File: config.mk
export PLATFORM = sky130hd
export DESIGN_NAME = phy_ia_master
export DESIGN_NICKNAME = d
export VERILOG_FILES = /design/src/rtl/phy_ia_pkg.sv /design/src/rtl/phy_ia_steps.sv /design/src/rtl/phy_ia_pacer.sv /design/src/rtl/phy_ia_master.sv
export SDC_FILE = /design/constraint.sdc
export NUM_CORES = 1
export LEC_CHECK = 0
export ABC_AREA = 1
export BUFFER_PORTS_ARGS = -buffer_cell sky130_fd_sc_hd__buf_2
export CORE_ASPECT_RATIO = 0.75
export CORE_UTILIZATION = 45
export CTS_BUF_LIST = sky130_fd_sc_hd__clkbuf_8
export DETAILED_ROUTE_END_ITERATION = 16
export MAX_ROUTING_LAYER = met4
export PLACE_DENSITY = 0.67
export SLEW_MARGIN = 20
export SYNTH_ARGS = -nofsm -noshare
export SYNTH_HDL_FRONTEND = slang
export SYNTH_SLANG_ARGS = --single-unit
File: constraint.sdc
create_clock -name clk -period 2.6 [get_ports clk]
set_input_delay 0.39 -clock clk [delete_from_list [all_inputs] [get_ports clk]]
set_output_delay 0.39 -clock clk [all_outputs]
set_load 0.05 [all_outputs]
File: src/rtl/phy_ia_pkg.sv
package phy_ia_pkg;
  localparam int PHY_DW  = 16;
  localparam int STRB_N  = 4;
  localparam int CTL_W   = PHY_DW + STRB_N;
  localparam int STAT_W  = PHY_DW + 1;
  localparam int ACK_POS = PHY_DW;
  localparam int STEP_W  = 4;

  // strobe nibble order is {read, write, capture-data, capture-address}
  localparam logic [STRB_N-1:0] S_NONE = 4'b0000;
  localparam logic [STRB_N-1:0] S_CAPA = 4'b0001;
  localparam logic [STRB_N-1:0] S_CAPD = 4'b0010;
  localparam logic [STRB_N-1:0] S_WR   = 4'b0100;
  localparam logic [STRB_N-1:0] S_RD   = 4'b1000;

  typedef enum logic [1:0] {WT_NONE = 2'd0, WT_HIGH = 2'd1, WT_LOW = 2'd2} wait_e;

  typedef struct packed {
    logic [CTL_W-1:0] ctl;
    wait_e            wt;
    logic             grab;
    logic             last;
  } step_t;

  function automatic logic [CTL_W-1:0] ctl_pack(input logic [STRB_N-1:0] s,
                                                input logic [PHY_DW-1:0] f);
    return {s, f};
  endfunction

  function automatic step_t mk_step(input logic [STRB_N-1:0] s, input logic [PHY_DW-1:0] f,
                                    input wait_e w, input logic g, input logic l);
    step_t r;
    r.ctl  = ctl_pack(s, f);
    r.wt   = w;
    r.grab = g;
    r.last = l;
    return r;
  endfunction

  // Step table: address phase 0..2, then write 3..8 or read 3..4.
  function automatic step_t step_info(input logic [STEP_W-1:0] s, input logic wr,
                                      input logic [PHY_DW-1:0] a, input logic [PHY_DW-1:0] d);
    step_t r;
    r = mk_step(S_NONE, '0, WT_NONE, 1'b0, 1'b1);
    case (s)
      4'd0: r = mk_step(S_NONE, a, WT_NONE, 1'b0, 1'b0);
      4'd1: r = mk_step(S_CAPA, a, WT_HIGH, 1'b0, 1'b0);
      4'd2: r = mk_step(S_NONE, a, WT_LOW,  1'b0, 1'b0);
      4'd3: r = wr ? mk_step(S_NONE, d,  WT_NONE, 1'b0, 1'b0)
                   : mk_step(S_RD,   '0, WT_HIGH, 1'b1, 1'b0);
      4'd4: r = wr ? mk_step(S_CAPD, d,  WT_HIGH, 1'b0, 1'b0)
                   : mk_step(S_NONE, '0, WT_LOW,  1'b0, 1'b1);
      4'd5: if (wr) r = mk_step(S_NONE, d,  WT_LOW,  1'b0, 1'b0);
      4'd6: if (wr) r = mk_step(S_WR,   '0, WT_HIGH, 1'b0, 1'b0);
      4'd7: if (wr) r = mk_step(S_NONE, d,  WT_LOW,  1'b0, 1'b0);
      default: r = mk_step(S_NONE, '0, WT_NONE, 1'b0, 1'b1);
    endcase
    return r;
  endfunction

  function automatic logic ack_matches(input wait_e w, input logic ack);
    return (w == WT_HIGH) ? ack : !ack;
  endfunction
endpackage

File: src/rtl/phy_ia_steps.sv
module phy_ia_steps
  import phy_ia_pkg::*;
(
  input  logic [STEP_W-1:0] step,
  input  logic              wr,
  input  logic [PHY_DW-1:0] addr,
  input  logic [PHY_DW-1:0] wdata,
  output step_t             cur,
  output step_t             nxt
);
  step_t look [2];

  for (genvar k = 0; k < 2; k++) begin : g_look
    assign look[k] = step_info(step + STEP_W'(k), wr, addr, wdata);
  end

  assign cur = look[0];
  assign nxt = look[1];
endmodule

File: src/rtl/phy_ia_pacer.sv
module phy_ia_pacer #(
  parameter int CYC_PER_US = 125,
  parameter int MAX_POLLS  = 10
) (
  input  logic clk,
  input  logic rst_n,
  input  logic arm,
  input  logic active,
  input  logic miss,
  output logic poll,
  output logic final_try
);
  localparam int PW = (CYC_PER_US > 1) ? $clog2(CYC_PER_US) : 1;
  localparam int TW = (MAX_POLLS  > 1) ? $clog2(MAX_POLLS)  : 1;
  localparam logic [PW-1:0] RELOAD   = PW'(CYC_PER_US - 1);
  localparam logic [TW-1:0] LAST_TRY = TW'(MAX_POLLS - 1);

  logic [PW-1:0] presc_q;
  logic [TW-1:0] tries_q;

  assign poll      = active && (presc_q == '0);
  assign final_try = (tries_q == LAST_TRY);

  always_ff @(posedge clk) begin
    if (!rst_n) begin
      presc_q <= '0;
      tries_q <= '0;
    end else if (arm) begin
      presc_q <= '0;
      tries_q <= '0;
    end else if (active) begin
      if (presc_q == '0) begin
        if (miss) begin
          presc_q <= RELOAD;
          tries_q <= tries_q + 1'b1;
        end
      end else begin
        presc_q <= presc_q - 1'b1;
      end
    end
  end


  first_poll_chk: assert property (@(posedge clk) disable iff (!rst_n)
    arm |=> (!active || poll));

  if (CYC_PER_US > 1) begin : g_gap

    poll_gap_chk: assert property (@(posedge clk) disable iff (!rst_n)
      (poll && miss && !final_try) |=> !poll);
  end
endmodule

File: src/rtl/phy_ia_master.sv
module phy_ia_master
  import phy_ia_pkg::*;
#(
  parameter int CYC_PER_US = 125,
  parameter int MAX_POLLS  = 10
) (
  input  logic              clk,
  input  logic              rst_n,
  input  logic              req_valid,
  input  logic              req_write,
  input  logic [PHY_DW-1:0] req_addr,
  input  logic [PHY_DW-1:0] req_wdata,
  output logic              busy,
  output logic              done,
  output logic              err_timeout,
  output logic [PHY_DW-1:0] rd_data,
  output logic [CTL_W-1:0]  ctl_word,
  input  logic [STAT_W-1:0] stat_word
);
  logic              run_q, op_wr_q, done_q, err_q;
  logic [PHY_DW-1:0] addr_q, wdata_q, grab_q, rd_q;
  logic [STEP_W-1:0] step_q;
  logic [CTL_W-1:0]  ctl_q;

  step_t cur, nxt, first;
  logic  accept, in_wait, ack_hit, poll, final_try;
  logic  step_adv, step_miss, give_up;

  assign first = step_info('0, req_write, req_addr, req_wdata);

  phy_ia_steps u_steps (
    .step  (step_q),
    .wr    (op_wr_q),
    .addr  (addr_q),
    .wdata (wdata_q),
    .cur   (cur),
    .nxt   (nxt)
  );

  assign accept    = !run_q && req_valid;
  assign in_wait   = run_q && (cur.wt != WT_NONE);
  assign ack_hit   = ack_matches(cur.wt, stat_word[ACK_POS]);
  assign step_adv  = run_q && ((cur.wt == WT_NONE) || (poll && ack_hit));
  assign step_miss = in_wait && poll && !ack_hit;
  assign give_up   = step_miss && final_try;

  phy_ia_pacer #(.CYC_PER_US(CYC_PER_US), .MAX_POLLS(MAX_POLLS)) u_pacer (
    .clk       (clk),
    .rst_n     (rst_n),
    .arm       (accept || (step_adv && !cur.last)),
    .active    (in_wait),
    .miss      (step_miss),
    .poll      (poll),
    .final_try (final_try)
  );

  always_ff @(posedge clk) begin
    if (!rst_n) begin
      run_q   <= 1'b0;
      op_wr_q <= 1'b0;
      addr_q  <= '0;
      wdata_q <= '0;
      step_q  <= '0;
      ctl_q   <= '0;
      grab_q  <= '0;
      rd_q    <= '0;
      done_q  <= 1'b0;
      err_q   <= 1'b0;
    end else begin
      done_q <= 1'b0;
      err_q  <= 1'b0;
      if (accept) begin
        run_q   <= 1'b1;
        op_wr_q <= req_write;
        addr_q  <= req_addr;
        wdata_q <= req_wdata;
        step_q  <= '0;
        ctl_q   <= first.ctl;
      end else if (give_up) begin
        run_q  <= 1'b0;
        ctl_q  <= '0;
        done_q <= 1'b1;
        err_q  <= 1'b1;
      end else if (step_adv) begin
        if (cur.grab) grab_q <= stat_word[PHY_DW-1:0];
        if (cur.last) begin
          run_q  <= 1'b0;
          ctl_q  <= '0;
          done_q <= 1'b1;
          if (!op_wr_q) rd_q <= cur.grab ? stat_word[PHY_DW-1:0] : grab_q;
        end else begin
          step_q <= step_q + 1'b1;
          ctl_q  <= nxt.ctl;
        end
      end
    end
  end

  assign busy        = run_q;
  assign done        = done_q;
  assign err_timeout = err_q;
  assign rd_data     = rd_q;
  assign ctl_word    = ctl_q;


  idle_ctl_zero_chk: assert property (@(posedge clk) disable iff (!rst_n)
    !busy |-> (ctl_word == '0));

  accept_idle_chk: assert property (@(posedge clk) disable iff (!rst_n)
    $rose(busy) |-> $past(req_valid));

  one_strobe_chk: assert property (@(posedge clk) disable iff (!rst_n)
    $countones(ctl_word[CTL_W-1:PHY_DW]) <= 1);

  err_with_done_chk: assert property (@(posedge clk) disable iff (!rst_n)
    err_timeout |-> done);

  rd_hold_chk: assert property (@(posedge clk) disable iff (!rst_n)
    !$stable(rd_data) |-> (done && !err_timeout));

  done_after_busy_chk: assert property (@(posedge clk) disable iff (!rst_n)
    done |-> ($past(busy) && !busy));

  busy_end_chk: assert property (@(posedge clk) disable iff (!rst_n)
    $fell(busy) |-> done);
endmodule

==> metrics.txt <==
WHS Path Cells 3; first-pass GRT wire length 20100 um; Layout Nets 850; synth top area cells dfxtp_1 42%, nor2_1 11%, nand2_1 11%; Core Footprint 10400 um^2; required time worst endpoint 2.90 ns; Synth Instances 711; Sequential Area 2060 um^2; # diodes 0; Hold Fails Final Rpt 0; setup bufs post-CTS 0; initial core utilization 46.9%; dpl ws 0.0678 ns; VDD IR max 439 uV; slew at the pin with the worst max-slew slack 0.769 ns; CTS tree done; Iter 0 DRT Violations 315; placed insts 913; Post-synth top cells 147 x nor2_1, 140 x nand2_1, 103 x dfxtp_1; r2r endpoint grab_q[2]; endpoint class of the critical path flip-flop; RR Startpoint step_q[1]; max cap viols 0; final period utilization 92.2%; fill count 996; hold path startpoint req_wdata[8]; hpwl dp 8230 um; Reg2Reg Setup Slack 0.20 ns; EDFF count, synth 0; syn_nets 773; Final Non-Filler Cells 929; Routed WL per cell 12.7 um; cell taking the most area after synthesis dfxtp_1; clk_skew 0.00928 ns; Clock transition at path regs 0.10 ns; H-Tree Depth 3; count leader, synth nor2_1; Rows 32; Yosys cell types 34; final WL 11800 um; # setup viols final 0; post-DR vias/cell 5.02; Pins Over Slew Limit 0; min setup slack post-route 0.202 ns; Arr. time, crit path 2.70 ns; ys async rst share 0%; I/O pin cnt 92; sequential share of the synthesized area 42.2%; vias post-DR 4666; pwr dens 627 nW/um^2; die width 122 um; initial antenna violation count 0; share of the synthesized area in the top cell type 42.2%; sink of the worst hold path wdata_q[8]; CP Launch Type flip-flop; Max Clk Rate 417 MHz; Root Buffer clkbuf_8; gp weighted congestion 0.969; Layout area overhead 14.6%; Die ar. 11300 um^2; relative slew slack 48.7%; CTS buffer count 9; critical path fanouts, max 26; Die Y 92.2 um; Tmin final 2.40 ns; Top FF cell, synth dfxtp_1; Final ANT Viol Nets 0; largest net degree at the start of global routing 66; Total GRT Usage 23.1%; worst skew pair latency 0.37 ns; YS warnings 0; worst reg-to-reg path cell count 14; first drt pass iteration count 5; grt total ovfl 0; IO Port Bufs 91; post-cts resize count 0; clock buffer depth 2; Post-route DRC 0; kind of critical path flip-flop to flip-flop; CTS Hold Buffers Added 0; vias in the first global route 4400; layout cells sized above 1 17.5%; status completed; synthesized area 4890 um^2; Sink Count 103; Pleak 2.76 nW; Multi-input gate area 2310 um^2; syn avg cell area 6.87 um^2; worst hold path type input pin to flip-flop; number of synthesized register bits 103
## final cells by class
| class | count | area share, % |
|---|---|---|
| timing repair buffer | 100 | 9.34 |
| sequential | 103 | 36.9 |
| tap | 136 | 3.04 |
| clock buffer | 10 | 2.46 |
| inverter | 95 | 6.41 |
| clock inverter | 6 | 0.536 |
| multi-input combinational | 479 | 41.4 |
## worst max-delay path by stage
stage	from	to	slack, ns	cells past startpoint
6_report	step_q[1]	grab_q[2]	0.20	14
3_3_place_gp	step_q[0]	rd_data[4]	0.20	16
2_1_floorplan	step_q[0]	rd_data[10]	0.48	16
5_1_grt	step_q[1]	rd_data[12]	-0.0008	15
4_1_cts	step_q[0]	rd_data[10]	0.03	16
3_5_place_dp	step_q[0]	rd_data[5]	0.07	16
## per-layer routing
| layer | part of all wire (%) | track usage [%] | up-vias |
|---|---|---|---|
| met3 | 5.0 | 4.91 | 13 |
| met2 | 48 | 38.1 | 116 |
| li1 | - | - | 2373 |
| met5 | 0 | - | - |
| met1 | 46 | 28.5 | 2164 |
| met4 | 0.88 | 5.89 | 0 |
## cell usage in the layout (no fill, tap or decap), types with 2 or more instances in the layout
master,instances
inv_1,91
a21oi_1,50
nand3_4,4
nor2_2,4
buf_2,91
nand2_2,3
o21a_1,16
nor2_4,2
ha_1,9
inv_2,5
buf_4,9
nand3_2,2
nand2_1,139
o22ai_1,16
o21ai_1,9
nor3_1,2
nor2_1,147
clkinv_2,2
nand3_1,26
xor2_1,6
dfxtp_1,102
o21ai_0,30
nand4_1,4
clkbuf_8,10
## stage by stage
stage                     instance area (um^2)  util (%)  total power (W)  hold slack, ns  setup TNS, ns
after floorplan                           4890         -          0.00243           0.430              0
after global placement                    5400      51.9          0.00262           0.439              0
after detailed placement                  5400      51.9          0.00264           0.445              0
after CTS                                 5570      53.5          0.00353           0.237              0
after global routing                      5600      53.8          0.00372           0.240      -0.000806
final                                     5600      53.8          0.00351           0.254              0
## critical path, stage by stage, from the launching register on
cell	delay, ns
dfxtp_1	0.45
inv_1	0.12
ha_1	0.21
inv_1	0.05
nand2_1	0.09
nand2_1	0.08
nor2_1	0.04
nor2_2	0.15
nand3_1	0.15
nand3_4	0.14
nand2_2	0.09
nand2_4	0.16
buf_4	0.31
o21ai_0	0.11
a21oi_1	0.16
## cells by family after synthesis
group	count (synthesis)	synth area share, %
AND/OR/NAND/NOR	337	28.8
buffers and inverters	129	11.0
AO/OA/AOI/OAI	126	14.5
flip-flops	103	42.2
adder cells (fa/ha/maj)	9	2.30
XOR/XNOR	7	1.25
## sequential cells by signal, indices dropped and copies added (netlist names), 4 cells and up
register and cells:
ctl_word 20, addr_q 16, grab_q 16, rd_data 16, wdata_q 16, u_pacer.presc_q 7
step_q 4, u_pacer.tries_q 4
## report_power, final
group          switching [W]  internal (W)  total (W)
Combinational       0.000601      0.000255   0.000856
Sequential         0.0000628       0.00170    0.00176
Clock               0.000529      0.000363   0.000893
Total                0.00119       0.00232    0.00351
Note: power is estimated with default switching activity, not from simulation.
